$ cat config.mk
export PLATFORM = sky130hd
export DESIGN_NAME = i2c_rx_stretch
export DESIGN_NICKNAME = d
export VERILOG_FILES = /design/src/rtl/i2c_rx_pkg.sv /design/src/rtl/i2c_line_sync.sv /design/src/rtl/i2c_rx_engine.sv /design/src/rtl/i2c_host_if.sv /design/src/rtl/i2c_rx_stretch.sv
export SDC_FILE = /design/constraint.sdc
export NUM_CORES = 1
export LEC_CHECK = 0
export BUFFER_PORTS_ARGS = -buffer_cell sky130_fd_sc_hd__buf_2
export CAP_MARGIN = 25
export CORE_UTILIZATION = 40
export CTS_CLUSTER_DIAMETER = 80
export CTS_CLUSTER_SIZE = 14
export DETAILED_ROUTE_END_ITERATION = 10
export GPL_ROUTABILITY_DRIVEN = 0
export PLACE_DENSITY = 0.65
export SYNTH_ARGS = -nofsm -noshare
export SYNTH_HDL_FRONTEND = slang
export SYNTH_SLANG_ARGS = --single-unit
$ cat constraint.sdc
create_clock -name clk -period 2.71 [get_ports clk]
set_input_delay 0.1355 -clock clk [delete_from_list [all_inputs] [get_ports clk]]
set_output_delay 0.1355 -clock clk [all_outputs]
set_load 0.01 [all_outputs]
$ cat src/rtl/i2c_rx_pkg.sv
// Package: shared types for the I2C write-only slave.
// Assumes nothing beyond the IEEE 1800-2017 language.
package i2c_rx_pkg;

    // Receive engine states
    typedef enum logic [2:0] {
        ST_IDLE,   // no transfer addressed to this block
        ST_ADDR,   // shifting the address byte
        ST_DATA,   // shifting a data byte
        ST_ACK,    // ninth clock slot
        ST_SKIP    // addressed elsewhere, wait for start or stop
    } rx_state_e;

    // Bus events in the system clock domain
    typedef struct packed {
        logic scl;       // synchronised SCL level
        logic sda;       // synchronised SDA level
        logic scl_rise;  // SCL went high this cycle
        logic scl_fall;  // SCL went low this cycle
        logic start;     // SDA fell with SCL high
        logic stop;      // SDA rose with SCL high
    } bus_evt_t;

endpackage

$ cat src/rtl/i2c_line_sync.sv
// Module: i2c_line_sync
// Brings SCL and SDA into the clk domain through SYNC_STAGES flops,
// then derives edge, start and stop events from one extra flop stage.
// Assumes: lines idle high; no glitch filtering is done.
module i2c_line_sync
    import i2c_rx_pkg::*;
#(
    parameter int SYNC_STAGES = 2
) (
    input  logic     clk,
    input  logic     rst_n,
    input  logic     scl_in,
    input  logic     sda_in,
    output bus_evt_t evt
);

    localparam int LAST = SYNC_STAGES - 1;

    logic [LAST:0] scl_ff;
    logic [LAST:0] sda_ff;
    logic          scl_p;
    logic          sda_p;

    // Synchroniser chains, reset to the idle-high level
    always_ff @(posedge clk) begin
        if (!rst_n) begin
            scl_ff <= '1;
            sda_ff <= '1;
        end else begin
            scl_ff <= {scl_ff[LAST-1:0], scl_in};
            sda_ff <= {sda_ff[LAST-1:0], sda_in};
        end
    end

    // One-cycle history used for edge detection
    always_ff @(posedge clk) begin
        if (!rst_n) begin
            scl_p <= 1'b1;
            sda_p <= 1'b1;
        end else begin
            scl_p <= scl_ff[LAST];
            sda_p <= sda_ff[LAST];
        end
    end

    // Event decode from the current and previous synchronised samples
    always_comb begin
        evt.scl      = scl_ff[LAST];
        evt.sda      = sda_ff[LAST];
        evt.scl_rise = scl_ff[LAST] & ~scl_p;
        evt.scl_fall = ~scl_ff[LAST] & scl_p;
        evt.start    = scl_ff[LAST] & scl_p & sda_p & ~sda_ff[LAST];
        evt.stop     = scl_ff[LAST] & scl_p & ~sda_p & sda_ff[LAST];
    end

endmodule

$ cat src/rtl/i2c_rx_engine.sv
// Module: i2c_rx_engine
// Shifts bits on SCL rising edges, matches the address byte and
// decides ACK or NACK at the eighth falling edge. It drives SDA low
// through the ninth clock and flags the end of that slot.
// Assumes: bus events come from i2c_line_sync; buffer and overflow
// state come from the host interface.
module i2c_rx_engine
    import i2c_rx_pkg::*;
#(
    parameter int                ADDR_W     = 7,
    parameter int                BYTE_W     = 8,
    parameter logic [ADDR_W-1:0] SLAVE_ADDR = 7'h52
) (
    input  logic              clk,
    input  logic              rst_n,
    input  bus_evt_t          evt,
    input  logic              bf,
    input  logic              ovf,
    output logic              byte_load,
    output logic [BYTE_W-1:0] rx_byte,
    output logic              ovf_set,
    output logic              ack_given,
    output logic              sda_low
);

    localparam int             CNT_W   = $clog2(BYTE_W + 1);
    localparam logic [CNT_W-1:0] CNT_END = CNT_W'(BYTE_W);

    rx_state_e         state;
    logic [CNT_W-1:0]  cnt;
    logic [BYTE_W-1:0] shreg;
    logic              acked;
    logic              was_addr;
    logic              seen_rise;

    logic byte_done;
    logic addr_hit;
    logic wanted;
    logic accept_ok;
    logic slot_end;

    // Decisions taken when a byte completes or a slot ends
    always_comb begin
        byte_done = evt.scl_fall && (cnt == CNT_END) && !evt.start && !evt.stop
                    && ((state == ST_ADDR) || (state == ST_DATA));
        addr_hit  = (shreg[BYTE_W-1 -: ADDR_W] == SLAVE_ADDR) && !shreg[0];
        wanted    = (state == ST_DATA) || addr_hit;
        accept_ok = wanted && !bf && !ovf;
        byte_load = byte_done && accept_ok;
        ovf_set   = byte_done && wanted && bf;
        slot_end  = (state == ST_ACK) && evt.scl_fall && seen_rise
                    && !evt.start && !evt.stop;
        ack_given = slot_end && acked;
        rx_byte   = shreg;
        sda_low   = (state == ST_ACK) && acked;
    end

    // State, bit count and slot bookkeeping
    always_ff @(posedge clk) begin
        if (!rst_n) begin
            state     <= ST_IDLE;
            cnt       <= '0;
            acked     <= 1'b0;
            was_addr  <= 1'b0;
            seen_rise <= 1'b0;
        end else if (evt.stop) begin
            state <= ST_IDLE;
            cnt   <= '0;
            acked <= 1'b0;
        end else if (evt.start) begin
            state <= ST_ADDR;
            cnt   <= '0;
            acked <= 1'b0;
        end else begin
            unique case (state)
                ST_ADDR, ST_DATA: begin
                    if (evt.scl_rise && (cnt != CNT_END)) begin
                        cnt <= cnt + 1'b1;
                    end
                    if (byte_done) begin
                        state     <= ST_ACK;
                        acked     <= accept_ok;
                        was_addr  <= (state == ST_ADDR);
                        seen_rise <= 1'b0;
                    end
                end
                ST_ACK: begin
                    if (evt.scl_rise) begin
                        seen_rise <= 1'b1;
                    end
                    if (slot_end) begin
                        state <= (was_addr && !acked) ? ST_SKIP : ST_DATA;
                        cnt   <= '0;
                        acked <= 1'b0;
                    end
                end
                default: ;
            endcase
        end
    end

    // Shift register, MSB first on SCL rising edges
    always_ff @(posedge clk) begin
        if (!rst_n) begin
            shreg <= '0;
        end else if (evt.scl_rise && (cnt != CNT_END)
                     && ((state == ST_ADDR) || (state == ST_DATA))) begin
            shreg <= {shreg[BYTE_W-2:0], evt.sda};
        end
    end

endmodule

$ cat src/rtl/i2c_host_if.sv
// Module: i2c_host_if
// Holding buffer and host-visible flags: buffer-full, overflow,
// interrupt and the clock-release bit. Set events win over host clears.
// Assumes: event inputs are single-cycle pulses from i2c_rx_engine.
module i2c_host_if #(
    parameter int BYTE_W = 8
) (
    input  logic              clk,
    input  logic              rst_n,
    input  logic              byte_load,
    input  logic [BYTE_W-1:0] rx_byte,
    input  logic              ovf_set,
    input  logic              ack_given,
    input  logic              stretch_en,
    input  logic              rd_strobe,
    input  logic              rel_wr,
    input  logic              irq_clr,
    input  logic              ovf_clr,
    output logic [BYTE_W-1:0] data_q,
    output logic              bf,
    output logic              ovf,
    output logic              irq,
    output logic              ckp
);

    // Holding buffer captures accepted bytes
    always_ff @(posedge clk) begin
        if (!rst_n)         data_q <= '0;
        else if (byte_load) data_q <= rx_byte;
    end

    // Buffer-full: set on load, cleared by a host read
    always_ff @(posedge clk) begin
        if (!rst_n)         bf <= 1'b0;
        else if (byte_load) bf <= 1'b1;
        else if (rd_strobe) bf <= 1'b0;
    end

    // Overflow: sticky until the host clears it
    always_ff @(posedge clk) begin
        if (!rst_n)       ovf <= 1'b0;
        else if (ovf_set) ovf <= 1'b1;
        else if (ovf_clr) ovf <= 1'b0;
    end

    // Interrupt: set per acknowledged byte, sticky until cleared
    always_ff @(posedge clk) begin
        if (!rst_n)         irq <= 1'b0;
        else if (ack_given) irq <= 1'b1;
        else if (irq_clr)   irq <= 1'b0;
    end

    // Clock-release bit: forced low on a stretch decision, set by host
    always_ff @(posedge clk) begin
        if (!rst_n)                           ckp <= 1'b1;
        else if (ack_given && stretch_en && bf) ckp <= 1'b0;
        else if (rel_wr)                      ckp <= 1'b1;
    end

endmodule

$ cat src/rtl/i2c_rx_stretch.sv
// Module: i2c_rx_stretch (top)
// Write-only I2C slave with a one-byte holding buffer and optional
// SCL hold after acknowledged bytes.
// Assumes: scl_in/sda_in are the wired-AND line levels; the outputs
// control open-drain pull-downs and never drive a line high.
module i2c_rx_stretch #(
    parameter int                ADDR_W      = 7,
    parameter int                BYTE_W      = 8,
    parameter int                SYNC_STAGES = 2,
    parameter logic [ADDR_W-1:0] SLAVE_ADDR  = 7'h52
) (
    input  logic              clk,
    input  logic              rst_n,
    input  logic              scl_in,
    input  logic              sda_in,
    output logic              scl_drive_low,
    output logic              sda_drive_low,
    input  logic              stretch_en,
    input  logic              rd_strobe,
    input  logic              rel_wr,
    input  logic              irq_clr,
    input  logic              ovf_clr,
    output logic [BYTE_W-1:0] rx_data,
    output logic              buf_full,
    output logic              ovf_flag,
    output logic              irq_flag,
    output logic              release_bit
);

    i2c_rx_pkg::bus_evt_t evt;
    logic              byte_load;
    logic [BYTE_W-1:0] rx_byte;
    logic              ovf_set;
    logic              ack_given;
    logic              sda_low;

    i2c_line_sync #(.SYNC_STAGES(SYNC_STAGES)) u_sync (
        .clk    (clk),
        .rst_n  (rst_n),
        .scl_in (scl_in),
        .sda_in (sda_in),
        .evt    (evt)
    );

    i2c_rx_engine #(
        .ADDR_W     (ADDR_W),
        .BYTE_W     (BYTE_W),
        .SLAVE_ADDR (SLAVE_ADDR)
    ) u_engine (
        .clk       (clk),
        .rst_n     (rst_n),
        .evt       (evt),
        .bf        (buf_full),
        .ovf       (ovf_flag),
        .byte_load (byte_load),
        .rx_byte   (rx_byte),
        .ovf_set   (ovf_set),
        .ack_given (ack_given),
        .sda_low   (sda_low)
    );

    i2c_host_if #(.BYTE_W(BYTE_W)) u_host (
        .clk        (clk),
        .rst_n      (rst_n),
        .byte_load  (byte_load),
        .rx_byte    (rx_byte),
        .ovf_set    (ovf_set),
        .ack_given  (ack_given),
        .stretch_en (stretch_en),
        .rd_strobe  (rd_strobe),
        .rel_wr     (rel_wr),
        .irq_clr    (irq_clr),
        .ovf_clr    (ovf_clr),
        .data_q     (rx_data),
        .bf         (buf_full),
        .ovf        (ovf_flag),
        .irq        (irq_flag),
        .ckp        (release_bit)
    );

    // Open-drain pull-down controls
    always_comb begin
        scl_drive_low = ~release_bit;
        sda_drive_low = sda_low;
    end

endmodule

Word-level counts from Yosys, hierarchy flattened
Cells that the tools add are included.
W data, S select, Z words.
{"block": "totals", "register_bits": 36, "in_bits": 9, "out_inout_bits": 14, "word_cells": 109}
{"block": "op_classes", "n_addsub": 1, "n_eq_ne": 12, "mux": 22, "bitwise": 15, "reduce_logical": 43}
{"operator": "$logic_and A1 B1 Y1", "count": 21}
{"operator": "$mux W1", "count": 13}
{"operator": "$reduce_bool A2 Y1", "count": 5}
{"operator": "$mux W3", "count": 3}
{"operator": "$reduce_and A3 Y1", "count": 3}
{"operator": "$mux W4", "count": 2}
{"operator": "$ne A2 B1 Y1 const B", "count": 4}
{"operator": "$not A1 Y1", "count": 8}
{"operator": "$pmux W4 S2", "count": 1}
{"operator": "$and A1 B1 Y1", "count": 7}
{"operator": "$eq A7 B7 Y1 const B", "count": 1}
{"operator": "$eq A3 B2 Y1 const B", "count": 2}
{"operator": "$logic_not A1 Y1", "count": 6}
{"operator": "$ne A3 B1 Y1 const B", "count": 2}
{"operator": "$pmux W3 S2", "count": 1}
{"operator": "$reduce_and A5 Y1", "count": 1}
{"operator": "$add A4 B1 Y4 const B", "count": 1}
{"operator": "$eq A4 B4 Y1 const B", "count": 1}
{"operator": "$ne A4 B4 Y1 const B", "count": 1}
{"operator": "$pmux W1 S2", "count": 2}
{"operator": "$reduce_and A4 Y1", "count": 1}
{"operator": "$reduce_or A2 Y1", "count": 2}
{"operator": "$eq A3 B1 Y1 const B", "count": 1}
{"operator": "$reduce_bool A3 Y1", "count": 1}
{"operator": "other kinds (2)", "count": 3}

Depth between registers and ports, before layout
{"block": "logic_depth", "ltp_word": 10, "mapped_depth": 7, "mapped_depth_nobuf": 6}

Cells and area by module
A second synthesis with hierarchy kept.
{"block": "unflattened", "cells_unflattened": 171, "hier_area_um2": 1669.1}
{"module": "i2c_rx_engine", "instances": 1, "cells_per_inst": 113, "area_per_inst_um2": 1017.2, "seq_area_each_um2": 360.3}
{"module": "i2c_host_if", "instances": 1, "cells_per_inst": 39, "area_per_inst_um2": 442.9, "seq_area_each_um2": 240.2}
{"module": "i2c_line_sync", "instances": 1, "cells_per_inst": 18, "area_per_inst_um2": 205.2, "seq_area_each_um2": 120.1}
{"module": "i2c_rx_stretch", "instances": 1, "cells_per_inst": 1, "area_per_inst_um2": 3.8, "seq_area_each_um2": 0.0}

Worst setup path before layout
No wires, ideal clock.
{"block": "synth_path", "kind": "register -> register", "start": "reg u_engine.cnt[0]", "end": "reg u_engine.acked", "setup_ns": 0.115, "arrival_time_ns": 1.481, "required_time_ns": 2.595, "slack_ns": 1.114, "path_stages_with_launch": 8, "path_buffers": 1, "period_less_slack_ns": 1.596, "cell_sequence": "dfxtp_1 -> inv_1 -> ha_1 -> and3b_1 -> and3_1 -> o2111a_1 -> buf_4 -> o21ba_2"}
{"block": "synth_via", "elab_chain_cells": 7}
{"item": "start: declaration", "line": "i2c_rx_engine.sv:30", "text": "logic [CNT_W-1:0] cnt;"}
{"item": "start signal: assignment", "line": "i2c_rx_engine.sv:78", "text": "cnt <= cnt + 1'b1;"}
{"item": "$eq A4 B4 Y1", "line": "i2c_rx_engine.sv:44", "text": "byte_done = evt.scl_fall && (cnt == CNT_END) && !evt.start && !evt.stop"}
{"item": "$logic_and A1 B1 Y1 (3 in series)", "line": "i2c_rx_engine.sv:44"}
{"item": "$logic_and A1 B1 Y1", "line": "i2c_rx_engine.sv:45", "text": "&& ((state == ST_ADDR) || (state == ST_DATA));"}
{"item": "$ne A2 B1 Y1 (no line)"}
{"item": "$reduce_and A3 Y1 (no line)"}
{"item": "end signal: assignment", "line": "i2c_rx_engine.sv:82", "text": "acked <= accept_ok;"}
{"item": "end: declaration", "line": "i2c_rx_engine.sv:32", "text": "logic acked;"}
Every way passes these cells.
A chain may end at the register's enable or synchronous reset.

Worst setup path after layout
{"block": "layout_path", "start": "reg u_sync.scl_p", "end": "reg u_host.data_q[6]"}
{"block": "layout_via", "elab_chain_cells": 8, "word_cells_on_any_way": 13, "cone_classes": "bitwise (6); reduce/logical (7)"}
{"item": "start: declaration", "line": "i2c_line_sync.sv:21", "text": "logic scl_p;"}
{"item": "start signal: assignment", "line": "i2c_line_sync.sv:41", "text": "scl_p <= scl_ff[LAST];"}
{"item": "$and A1 B1 Y1", "line": "i2c_line_sync.sv:52, i2c_line_sync.sv:53"}
{"item": "$and A1 B1 Y1 (2 in series)", "line": "i2c_line_sync.sv:52", "text": "evt.start = scl_ff[LAST] & scl_p & sda_p & ~sda_ff[LAST];"}
{"item": "$logic_not A1 Y1", "line": "i2c_rx_engine.sv:44"}
{"item": "$logic_and A1 B1 Y1", "line": "i2c_rx_engine.sv:44"}
{"item": "$logic_and A1 B1 Y1 *", "line": "i2c_rx_engine.sv:44"}
{"item": "$logic_and A1 B1 Y1 *", "line": "i2c_rx_engine.sv:45"}
{"item": "$logic_and A1 B1 Y1 *", "line": "i2c_rx_engine.sv:49", "text": "byte_load = byte_done && accept_ok;"}
{"item": "end signal: assignment", "line": "i2c_host_if.sv:29", "text": "else if (byte_load) data_q <= rx_byte;"}
{"item": "end: declaration", "line": "i2c_host_if.sv:19", "text": "output logic [BYTE_W-1:0] data_q,"}
Every way passes the cells marked *; elsewhere a longest branch is shown, timed or not.

==> results.json <==
{
  "reg2reg_depth": 4,
  "via_count": 1259,
  "cp_max_fo": 10,
  "p_per_area_nw_per_um2": 537,
  "syn_nets": 180,
  "status": "finished, final reports clean",
  "worst_pin_slew_ns": 0.557,
  "grt_first_pass_wirelength_um": 5330,
  "path_cells": "nor3b_1 > and3_1 > o2111a_1 > mux2i_1",
  "coreArea_um2": 3720,
  "wirelength_um": 3110,
  "rrSetupSlack_ns": 0.70,
  "ctsRootBufferMaster": "clkbuf_8",
  "numPortBuffers": 22,
  "synth_area_per_cell_um2": 9.29,
  "yosys.area.top_type": "dfxtp_1",
  "rsz0062_at_grt": "no",
  "synth_edf_count": 0,
  "totalPowerFinal_uw": 975,
  "die_area_um2": 4180,
  "grt_usage_pct": 16.8,
  "synth_async_sr_flop_share_pct": 0,
  "avgRoutedWirePerCell_um": 12.9,
  "hold_end": "u_sync.sda_ff[0]$_SDFF_PN1_",
  "p_leak_nw": 0.775,
  "arrival_ns": 2.22,
  "finalNetCount": 204,
  "chipWidth_um": 64.7,
  "postSynthCellCount": 169,
  "rr_startpoint": "u_sync.scl_p$_SDFF_PN1_",
  "vias_per_cell": 5.20,
  "ir_worst_vdd_mv": 0.270,
  "cts_resized": 0,
  "synthesis.area_um2": 1570,
  "cts_buffer_depth": 2,
  "hpwl_um": 2260,
  "max_freq_mhz": 497,
  "first_iter_violations": 104,
  "fin_crit_sh_pct": 74.2,
  "worstHoldStart": "sda_in",
  "rows": 22,
  "slew_headroom_pct": 62.9,
  "boundaryPins": 23,
  "fin_skew_ns": 0.00409,
  "slew_violations": 0,
  "area_growth_pct": 15.5,
  "synth_area_leaders": "dfxtp_1 46%, mux2i_1 11%, nand2_1 6.0%",
  "required_ns": 2.92,
  "grt_antenna_before_repair": 0,
  "max_cap_viol_count": 0,
  "critPathMaxStageDelay_ns": 0.57,
  "ys_ff_latch": 36,
  "crit_path_end_kind": "register",
  "synth-seq-area-share_pct": 45.9,
  "setup_violations": 0,
  "crit_buf_inv": 0,
  "ys_warn_count": 0,
  "clock_latency_ns": 0.29,
  "drive_above_1_share_pct": 18.0,
  "grt_start_max_net_pins": 28,
  "cts_tree": "built",
  "dp_slack_ns": 0.692,
  "finalSetupTns_ns": 0,
  "overflow": 0,
  "ant_nets": 0,
  "r2r-end": "u_host.data_q[6]$_SDFFE_PN0P_",
  "h-tree-depth": 2,
  "diodes": 0,
  "numCtsBuffers": 5,
  "path_clk_slew_ns": 0.07,
  "finalHoldViolCount": 0,
  "setup_slack_ns": 0.699,
  "die_y_um": 64.7,
  "min_path_type": "in2reg",
  "path_class": "reg2reg",
  "path_delay_family": "simple AND/OR/NAND/NOR gates",
  "initial_core_util_pct": 42.3,
  "crit_slowest_cell": "o2111a_1",
  "yosysUniqueCellTypes": 42,
  "fin_crit_ns": 2.01,
  "hold_depth": 2,
  "cts.sinks": 36,
  "final_util_pct": 48.8,
  "cts_setup_buffers": 0,
  "synth_top_area_share_pct": 45.9,
  "ctsHoldBuffers": 0,
  "drcViolationCount": 0,
  "grt_pass1_vias": 1180,
  "fillCellCount": 355,
  "drt_pass1_iterations": 6,
  "cp-start-kind": "register",
  "yosys_most_used_dff": "dfxtp_1"
}
worst max-delay path by stage:
stage | startpoint | to | slack [ns] | depth (start not counted)
finish | u_sync.scl_p$_SDFF_PN1_ | u_host.data_q[6]$_SDFFE_PN0P_ | 0.70 | 4
global route | u_engine.cnt[0]$_SDFFE_PP0P_ | u_host.data_q[1]$_SDFFE_PN0P_ | 0.56 | 6
CTS | u_sync.scl_p$_SDFF_PN1_ | u_host.data_q[6]$_SDFFE_PN0P_ | 0.68 | 4
detailed placement | u_sync.scl_p$_SDFF_PN1_ | u_host.data_q[6]$_SDFFE_PN0P_ | 0.69 | 4
global placement | u_sync.scl_p$_SDFF_PN1_ | u_host.data_q[0]$_SDFFE_PN0P_ | 0.90 | 4
floorplan | u_engine.cnt[0]$_SDFFE_PP0P_ | u_engine.acked$_SDFFE_PP0P_ | 1.11 | 7
final cells by class:
class                           count  area (um^2)  area share, %
Timing Repair Buffer               24          125           6.90
Clock inverter                      1         7.51          0.414
Multi-Input combinational cell    120          792           43.7
Tap cell                           48         60.1           3.31
Sequential cell                    36          721           39.7
Inverter                            6         22.5           1.24
Clock buffer                        7         86.3           4.76
registers in the layout (all words and copies together) (netlist names):
signal              cells
u_engine.acked          1
u_engine.cnt            4
u_engine.rx_byte        8
u_engine.seen_rise      1
u_engine.state          3
u_engine.was_addr       1
u_host.bf               1
u_host.ckp              1
u_host.data_q           8
u_host.irq              1
u_host.ovf              1
u_sync.scl_ff           2
u_sync.scl_p            1
u_sync.sda_ff           2
u_sync.sda_p            1
kinds of logic after synthesis:
group | count (synthesis) | share of synthesized area, %
muxes | 17 | 10.8
DFF | 36 | 45.9
xor gates and xnor gates | 2 | 1.12
AOI/OAI and AO/OA | 25 | 12.5
adders and majority gates | 2 | 1.59
buffers and inverters | 13 | 3.66
and+or+nand+nor | 74 | 24.4
cell usage after synthesis (3+ instances only):
master,n
a21oi_1,3
clkbuf_1,4
dfxtp_1,36
inv_1,6
mux2i_1,17
nand2_1,25
nand2b_1,7
nor2_1,17
nor2b_1,4
o21a_1,3
o21ai_0,5
power breakdown:
part | switching [mW] | total [mW] | internal [mW]
clock network | 0.190 | 0.397 | 0.207
registers | 0.00564 | 0.540 | 0.534
logic | 0.0208 | 0.0377 | 0.0169
per-layer routing:
| metal | up-vias | wire length [um] | global-route usage [%] |
|---|---|---|---|
| met4 | 0 | 44 | 6.39 |
| li1 | 626 | - | - |
| met2 | 16 | 1530 | 28.3 |
| met1 | 610 | 1440 | 19.4 |
| met3 | 7 | 98 | 5.99 |
| met5 | - | 0 | 0 |
cell usage in the layout, fill, tap and decap left out, drive strengths merged:
cell type / instances
nor2: 17
o21a: 3
nand3b: 1
and2: 2
o32ai: 1
nand2b: 7
a31oi: 1
ha: 2
nand3: 2
and3b: 3
inv: 6
o21ba: 2
nor3b: 2
o21ai: 6
a32oi: 1
nor2b: 4
nor3: 2
dfxtp: 36
a221oi: 1
a21oi: 3
and4: 1
and3: 2
nor4bb: 1
o2111a: 1
buf: 24
or4b: 1
mux2i: 17
clkbuf: 7
and2b: 1
nand2: 25
or3: 2
xor2: 2
a21boi: 2
a41oi: 1
clkinvlp: 1
a2bb2oi: 1
o211ai: 2
and4b: 1
per-stage QoR:
step	hold WS (ns)	instances	area, um^2
final	0.0266	242	1810
after global routing	0.0260	242	1810
after CTS	0.0244	242	1810
after detailed placement	0.323	234	1720
after global placement	0.321	234	1720
after floorplan	0.237	169	1570
Note: power is estimated with default switching activity, not from simulation.
